$ cat src/rtl/i2cseq_pkg.sv
package i2cseq_pkg;
  typedef enum logic [2:0] {
    OP_PROBE = 3'd0,
    OP_WRITE = 3'd1,
    OP_WSUB  = 3'd2,
    OP_SUBRD = 3'd3,
    OP_WWR   = 3'd4
  } op_e;

  typedef enum logic [1:0] {
    K_START = 2'd0,
    K_WRITE = 2'd1,
    K_READ  = 2'd2,
    K_STOP  = 2'd3
  } kind_e;

  localparam logic [1:0] E_NONE = 2'd0;
  localparam logic [1:0] E_ADDR = 2'd1;
  localparam logic [1:0] E_DATA = 2'd2;

  typedef enum logic [3:0] {
    P_IDLE, P_START, P_AHI, P_ALO, P_SUB, P_WDAT,
    P_RSTART, P_RADR, P_RDAT, P_STOP
  } phase_e;
endpackage

$ cat src/rtl/i2cseq_addr_fmt.sv
module i2cseq_addr_fmt #(
  parameter int ADDR_W = 10
) (
  input  logic [ADDR_W-1:0] addr,
  input  logic              ten,
  input  logic              rd,
  output logic [7:0]        hi_byte,
  output logic [7:0]        lo_byte
);
  localparam logic [4:0] TEN_TAG = 5'b11110;

  always_comb begin
    if (ten) hi_byte = {TEN_TAG, addr[9:8], rd};
    else     hi_byte = {addr[6:0], rd};
    lo_byte = addr[7:0];
  end
endmodule

$ cat src/rtl/i2cseq_count.sv
module i2cseq_count #(
  parameter int W = 8
) (
  input  logic         clk,
  input  logic         rst_n,
  input  logic         load,
  input  logic [W-1:0] load_val,
  input  logic         dec,
  output logic         last
);
  localparam logic [W-1:0] ONE = W'(1);
  logic [W-1:0] cnt_q;

  always_ff @(posedge clk or negedge rst_n) begin
    if (!rst_n)    cnt_q <= '0;
    else if (load) cnt_q <= load_val;
    else if (dec)  cnt_q <= cnt_q - ONE;
  end

  assign last = (cnt_q == ONE);
endmodule

$ cat src/rtl/i2cseq_rd_hold.sv
module i2cseq_rd_hold #(
  parameter int W = 8
) (
  input  logic         clk,
  input  logic         rst_n,
  input  logic         capture,
  input  logic [W-1:0] cap_data,
  input  logic         ready,
  output logic         valid,
  output logic [W-1:0] data
);
  always_ff @(posedge clk or negedge rst_n) begin
    if (!rst_n) begin
      valid <= 1'b0;
      data  <= '0;
    end else if (capture) begin
      valid <= 1'b1;
      data  <= cap_data;
    end else if (valid && ready) begin
      valid <= 1'b0;
    end
  end
endmodule

$ cat src/rtl/i2cseq_top.sv
module i2cseq_top
  import i2cseq_pkg::*;
#(
  parameter int LEN_W = 8
) (
  input  logic             clk,
  input  logic             rst_n,
  input  logic             cmd_valid,
  output logic             cmd_ready,
  input  logic [2:0]       cmd_op,
  input  logic [9:0]       cmd_addr,
  input  logic             cmd_ten,
  input  logic [7:0]       cmd_sub,
  input  logic [LEN_W-1:0] cmd_len1,
  input  logic [LEN_W-1:0] cmd_len2,
  input  logic             wr_valid,
  output logic             wr_ready,
  input  logic [7:0]       wr_data,
  output logic             rd_valid,
  input  logic             rd_ready,
  output logic [7:0]       rd_data,
  output logic             eng_cmd_valid,
  input  logic             eng_cmd_ready,
  output logic [1:0]       eng_cmd_kind,
  output logic [7:0]       eng_cmd_byte,
  output logic             eng_cmd_nack,
  input  logic             eng_rsp_valid,
  input  logic             eng_rsp_ack,
  input  logic [7:0]       eng_rsp_data,
  output logic             done,
  output logic             ok,
  output logic             present,
  output logic [1:0]       err
);
  localparam int ADDR_W = 10;

  phase_e             phase_q, phase_d;
  op_e                op_q;
  logic [ADDR_W-1:0]  addr_q;
  logic               ten_q;
  logic [7:0]         sub_q;
  logic [LEN_W-1:0]   len1_q, len2_q;
  logic               blk2_q, blk2_d;
  logic               wait_q;
  logic [1:0]         err_q, err_d;
  logic               ok_q, pres_q, pres_d, done_q;
  logic               finish;

  logic               cnt_load, cnt_dec, cnt_last;
  logic [LEN_W-1:0]   cnt_val;
  logic               capture;
  logic [7:0]         hi_byte, lo_byte;
  logic               fire, rsp, rd_take, accept;

  // block-1-complete successor
  phase_e             nb1_phase;
  logic               nb1_load;

  i2cseq_addr_fmt #(.ADDR_W(ADDR_W)) u_fmt (
    .addr(addr_q), .ten(ten_q), .rd(phase_q == P_RADR),
    .hi_byte(hi_byte), .lo_byte(lo_byte)
  );

  i2cseq_count #(.W(LEN_W)) u_cnt (
    .clk(clk), .rst_n(rst_n), .load(cnt_load), .load_val(cnt_val),
    .dec(cnt_dec), .last(cnt_last)
  );

  i2cseq_rd_hold #(.W(8)) u_rd (
    .clk(clk), .rst_n(rst_n), .capture(capture), .cap_data(eng_rsp_data),
    .ready(rd_ready), .valid(rd_valid), .data(rd_data)
  );

  assign cmd_ready = (phase_q == P_IDLE);
  assign accept    = cmd_valid && cmd_ready;

  // step request towards the engine
  always_comb begin
    eng_cmd_valid = (phase_q != P_IDLE) && !wait_q;
    if (phase_q == P_WDAT) eng_cmd_valid = eng_cmd_valid && wr_valid;
    if (phase_q == P_RDAT) eng_cmd_valid = eng_cmd_valid && !rd_valid;
    unique case (phase_q)
      P_START, P_RSTART: eng_cmd_kind = K_START;
      P_STOP:            eng_cmd_kind = K_STOP;
      P_RDAT:            eng_cmd_kind = K_READ;
      default:           eng_cmd_kind = K_WRITE;
    endcase
    unique case (phase_q)
      P_AHI, P_RADR: eng_cmd_byte = hi_byte;
      P_ALO:         eng_cmd_byte = lo_byte;
      P_SUB:         eng_cmd_byte = sub_q;
      P_WDAT:        eng_cmd_byte = wr_data;
      default:       eng_cmd_byte = 8'h00;
    endcase
    eng_cmd_nack = (phase_q == P_RDAT) && cnt_last;
  end

  assign fire     = eng_cmd_valid && eng_cmd_ready;
  assign wr_ready = (phase_q == P_WDAT) && !wait_q && eng_cmd_ready;
  assign rsp      = eng_rsp_valid && wait_q;
  assign rd_take  = rd_valid && rd_ready;

  always_comb begin
    nb1_phase = P_STOP;
    nb1_load  = 1'b0;
    if (op_q == OP_WWR && len2_q != '0) begin
      nb1_phase = P_WDAT;
      nb1_load  = 1'b1;
    end else if (op_q == OP_SUBRD && len2_q != '0) begin
      nb1_phase = P_RSTART;
    end
  end

  // sequencing on each engine answer
  always_comb begin
    phase_d  = phase_q;
    cnt_load = 1'b0;
    cnt_val  = len1_q;
    cnt_dec  = 1'b0;
    blk2_d   = blk2_q;
    err_d    = err_q;
    pres_d   = pres_q;
    finish   = 1'b0;
    capture  = 1'b0;
    if (rsp) begin
      unique case (phase_q)
        P_START:  phase_d = P_AHI;
        P_AHI, P_ALO: begin
          if (!eng_rsp_ack) begin
            phase_d = P_STOP;
            err_d   = E_ADDR;
            if (op_q == OP_PROBE) pres_d = 1'b0;
          end else if (phase_q == P_AHI && ten_q) begin
            phase_d = P_ALO;
          end else begin
            unique case (op_q)
              OP_PROBE: begin
                phase_d = P_STOP;
                pres_d  = 1'b1;
              end
              OP_WRITE: begin
                if (len1_q != '0) begin
                  phase_d  = P_WDAT;
                  cnt_load = 1'b1;
                end else begin
                  phase_d = P_STOP;
                end
              end
              OP_WSUB, OP_SUBRD, OP_WWR: phase_d = P_SUB;
              default: phase_d = P_STOP;
            endcase
          end
        end
        P_SUB: begin
          if (!eng_rsp_ack) begin
            phase_d = P_STOP;
            err_d   = E_DATA;
          end else if (len1_q != '0) begin
            phase_d  = P_WDAT;
            cnt_load = 1'b1;
          end else begin
            phase_d  = nb1_phase;
            cnt_load = nb1_load;
            cnt_val  = len2_q;
            blk2_d   = nb1_load;
          end
        end
        P_WDAT: begin
          if (!eng_rsp_ack) begin
            phase_d = P_STOP;
            err_d   = E_DATA;
          end else if (!cnt_last) begin
            cnt_dec = 1'b1;
          end else if (blk2_q) begin
            phase_d = P_STOP;
          end else begin
            phase_d  = nb1_phase;
            cnt_load = nb1_load;
            cnt_val  = len2_q;
            blk2_d   = nb1_load;
          end
        end
        P_RSTART: phase_d = P_RADR;
        P_RADR: begin
          if (!eng_rsp_ack) begin
            phase_d = P_STOP;
            err_d   = E_ADDR;
          end else begin
            phase_d  = P_RDAT;
            cnt_load = 1'b1;
            cnt_val  = len2_q;
          end
        end
        P_RDAT:  capture = 1'b1;
        P_STOP: begin
          phase_d = P_IDLE;
          finish  = 1'b1;
        end
        default: phase_d = P_IDLE;
      endcase
    end else if (rd_take && phase_q == P_RDAT) begin
      if (cnt_last) phase_d = P_STOP;
      else          cnt_dec = 1'b1;
    end
  end

  always_ff @(posedge clk or negedge rst_n) begin
    if (!rst_n) begin
      phase_q <= P_IDLE;
      op_q    <= OP_PROBE;
      addr_q  <= '0;
      ten_q   <= 1'b0;
      sub_q   <= '0;
      len1_q  <= '0;
      len2_q  <= '0;
      blk2_q  <= 1'b0;
      wait_q  <= 1'b0;
      err_q   <= E_NONE;
      ok_q    <= 1'b0;
      pres_q  <= 1'b0;
      done_q  <= 1'b0;
    end else begin
      done_q <= 1'b0;
      if (accept) begin
        phase_q <= P_START;
        op_q    <= op_e'(cmd_op);
        addr_q  <= cmd_addr;
        ten_q   <= cmd_ten;
        sub_q   <= cmd_sub;
        len1_q  <= cmd_len1;
        len2_q  <= cmd_len2;
        blk2_q  <= 1'b0;
        wait_q  <= 1'b0;
        err_q   <= E_NONE;
        ok_q    <= 1'b0;
      end else begin
        phase_q <= phase_d;
        blk2_q  <= blk2_d;
        err_q   <= err_d;
        pres_q  <= pres_d;
        if (fire)     wait_q <= 1'b1;
        else if (rsp) wait_q <= 1'b0;
        if (finish) begin
          done_q <= 1'b1;
          ok_q   <= (err_q == E_NONE);
        end
      end
    end
  end

  assign done    = done_q;
  assign ok      = ok_q;
  assign present = pres_q;
  assign err     = err_q;
endmodule

$ cat config.mk
export PLATFORM = sky130hd
export DESIGN_NAME = i2cseq_top
export DESIGN_NICKNAME = d
export VERILOG_FILES = /design/src/rtl/i2cseq_pkg.sv /design/src/rtl/i2cseq_addr_fmt.sv /design/src/rtl/i2cseq_count.sv /design/src/rtl/i2cseq_rd_hold.sv /design/src/rtl/i2cseq_top.sv
export SDC_FILE = /design/constraint.sdc
export NUM_CORES = 1
export LEC_CHECK = 0
export BUFFER_PORTS_ARGS = -buffer_cell sky130_fd_sc_hd__buf_2
export CAP_MARGIN = 20
export CORE_MARGIN = 3
export CORE_UTILIZATION = 56
export CTS_CLUSTER_SIZE = 24
export DETAILED_ROUTE_END_ITERATION = 16
export PLACE_DENSITY = 0.83
export SLEW_MARGIN = 0
export SYNTH_ARGS = -nofsm -noshare
export SYNTH_HDL_FRONTEND = slang
export SYNTH_SLANG_ARGS = --single-unit
$ cat constraint.sdc
create_clock -name clk -period 4.29 [get_ports clk]
set_input_delay 1.287 -clock clk [delete_from_list [all_inputs] [get_ports clk]]
set_output_delay 1.287 -clock clk [all_outputs]
set_load 0.005 [all_outputs]
==> metrics.txt <==
worst slack on hold paths 0.478 ns; CTS root buf clkbuf_8; cts bufs inserted 9; worst skew pair latency 0.34 ns; H-tree Lvls 3; Initial Utilization 59.3%; critical path class reg2out; hold depth 2; Die Ht 86.4 um; hold-critical path endpoint sub_q[3]; Final period util 85.2%; post-synthesis adder-cell area fraction 0.692%; critical hold path startpoint sub_q[3]; share of cells above drive strength 1 27.1%; Setup Buffers After CTS 0; setup_tns 0 ns; post-DR wirelength/cell 15.9 um; Die ar. 7460 sq um; GRT Util Overall 25.6%; final setup violation count 0; post-synth top area share 45.7%; Cells after Synth 408; Hold Buf Count CTS 0; grt ovf 0; PostCTS Resize Cnt 0; synth warn 0; clk buf depth 2; drc violations 0; measured slew at the worst slew-check pin 0.869 ns; Mean Syn Cell Area 8.87 sq um; Die X 86.4 um; Crit path arrival time 2.37 ns; Final Max Slew Viols 0; reg-to-reg slack, setup 1.48 ns; VDD IR max 0.363 mV; first-pass GRT wire length 15,200 um; final RePlAce weighted congestion 0.957; critical path launch point type flip-flop; r2r startpoint phase_q[0]; xor-xnor portion of the synthesized cell area 1.94%; mux contribution to synthesized area 9.10%; top cells by count, synth nand2_1 (138), dfrtp_1 (66), nor2_1 (20), mux2i_1 (16), mux2_2 (15); synth unique cells 63; leakage power 2.25 nW; Max Clock Skew 0.0105 ns; DR vias/cell 5.71; predominant post-synthesis flop cell dfrtp_1; Fillers 497; routed wire length 9130 um; Max Cap Viol 0; Fmax 274 MHz; first-iteration detailed-routing DRC count 221; CTS sink count 66; Top-Level Pins 90; post-synthesis sequential area ratio 45.7%; min-delay worst type reg2reg; Post-Synth Simple-Gate Area 28.7%; Clock transition at path regs 0.07 ns; Placement Rows 28; post-route ant nets 0; RSZ-0062 raised after global routing no; Vias 3,270; worst reg-to-reg path cell count 5; most frequent cell after synthesis nand2_1; synth top area cells dfrtp_1 (46%), nand2_1 (14%), mux2_2 (4.7%); Nets 557; crit-path max FO 14; cell area after technology mapping 3620 sq um; total power 2.41 mW; Port Buf Inserts 89; combinational family with the most area after synthesis simple AND/OR/NAND/NOR gates; Synth-to-Final Area Change 18.6%; ANT cells 0; synthesized flop and latch total 66; antenna violations before repair 0; status complete, no violations; vias in the first global route 3,215; fin util 70.4%; core area 6100 sq um; TritonRoute pass-1 iters 6; reg-to-reg critical path endpoint u_cnt.cnt_q[0]; CP Capture Type output port; Slew headroom 41.9%; largest net degree at the start of global routing 43; clock period minus final worst setup slack 3.65 ns; Final Cell Area 4290 sq um; post-synthesis compound-gate area fraction 10.9%; asr flop ratio synth 100%; final hold violation count 0; HPWL Detailed 6660 um; CTS tree done; EDFF count, synth 0; Placed Area 4110 sq um; WP data required 3.00 ns; Synth Net Count 472; largest area contributor in the netlist dfrtp_1; pwr dens 561 nW/um^2
## final cells by class
type                            count  area [sq um]  area share [%]
Clock inverter                      3          23.8           0.554
Sequential cell                    66          1650            38.5
Timing Repair Buffer               94           483            11.3
Clock buffer                       13           159            3.70
Multi-Input combinational cell    316          1860            43.3
Tap cell                           75          93.8            2.19
Inverter                            6          22.5           0.525
## worst max-delay path, stage by stage (launching register included)
cell and delay (ns):
dfrtp_1 0.62, inv_1 0.21, nor2_1 0.17, o21ai_0 0.18, a21oi_1 0.47, o21ai_0 0.18
nand2_1 0.09, buf_2 0.11
## layout by cell type, fill, tap and decap left out, types with 7 or more instances in the layout
cell and count:
nor2_1 20, clkbuf_8 11, dfrtp_1 66, buf_2 89
xor2_1 7, nand3_1 8, o21ai_0 14, mux2_2 15
a21oi_1 9, mux2i_1 16, nand2_1 138, nor3_1 7
## logic make-up (layout without fill, tap and decap cells)
kind of cell	count (synthesis)	count (layout)
DFF	66	66
AOI/OAI and AO/OA	55	55
muxes	31	31
adders and majority gates	2	2
buffers and inverters	26	116
and+or+nand+nor	220	220
xor gates and xnor gates	8	8
## worst max-delay path by stage
stage	from	endpoint	slack [ns]	cells past startpoint
2_1_floorplan	wr_data[0]	eng_cmd_byte[0]	1.17	2
3_3_place_gp	wr_data[0]	eng_cmd_byte[0]	0.97	4
3_5_place_dp	wr_data[0]	eng_cmd_byte[0]	0.95	4
4_1_cts	phase_q[1]	eng_cmd_byte[2]	0.67	7
5_1_grt	phase_q[1]	eng_cmd_byte[7]	0.50	7
6_report	phase_q[1]	eng_cmd_byte[6]	0.64	7
## flip-flops by register name, indices dropped and copies added (netlist names), 2 cells and up
register     cells
addr_q          10
err              2
len1_q           8
len2_q           8
op_q             3
phase_q          4
sub_q            8
u_cnt.cnt_q      8
u_rd.data        8
## metal layers
metal,share of wire (%),up-vias,global-route usage [%]
met2,47,117,40.8
met3,7.1,14,4.94
met5,0,-,0
li1,-,1585,-
met4,1.0,0,5.95
met1,45,1554,36.3
## power by group
part / total [mW] / internal [mW] / switching [mW]
Combinational: 0.835 / 0.383 / 0.452
Clock: 0.484 / 0.243 / 0.241
Sequential: 1.09 / 0.857 / 0.233
Total: 2.41 / 1.48 / 0.926
## per-stage QoR
stage,worst slack [ns],cells
finish,0.636,573
global route,0.504,573
CTS,0.667,573
detailed placement,0.955,557
global placement,0.970,557
floorplan,1.17,408
Power figures use the tool's default switching activity.
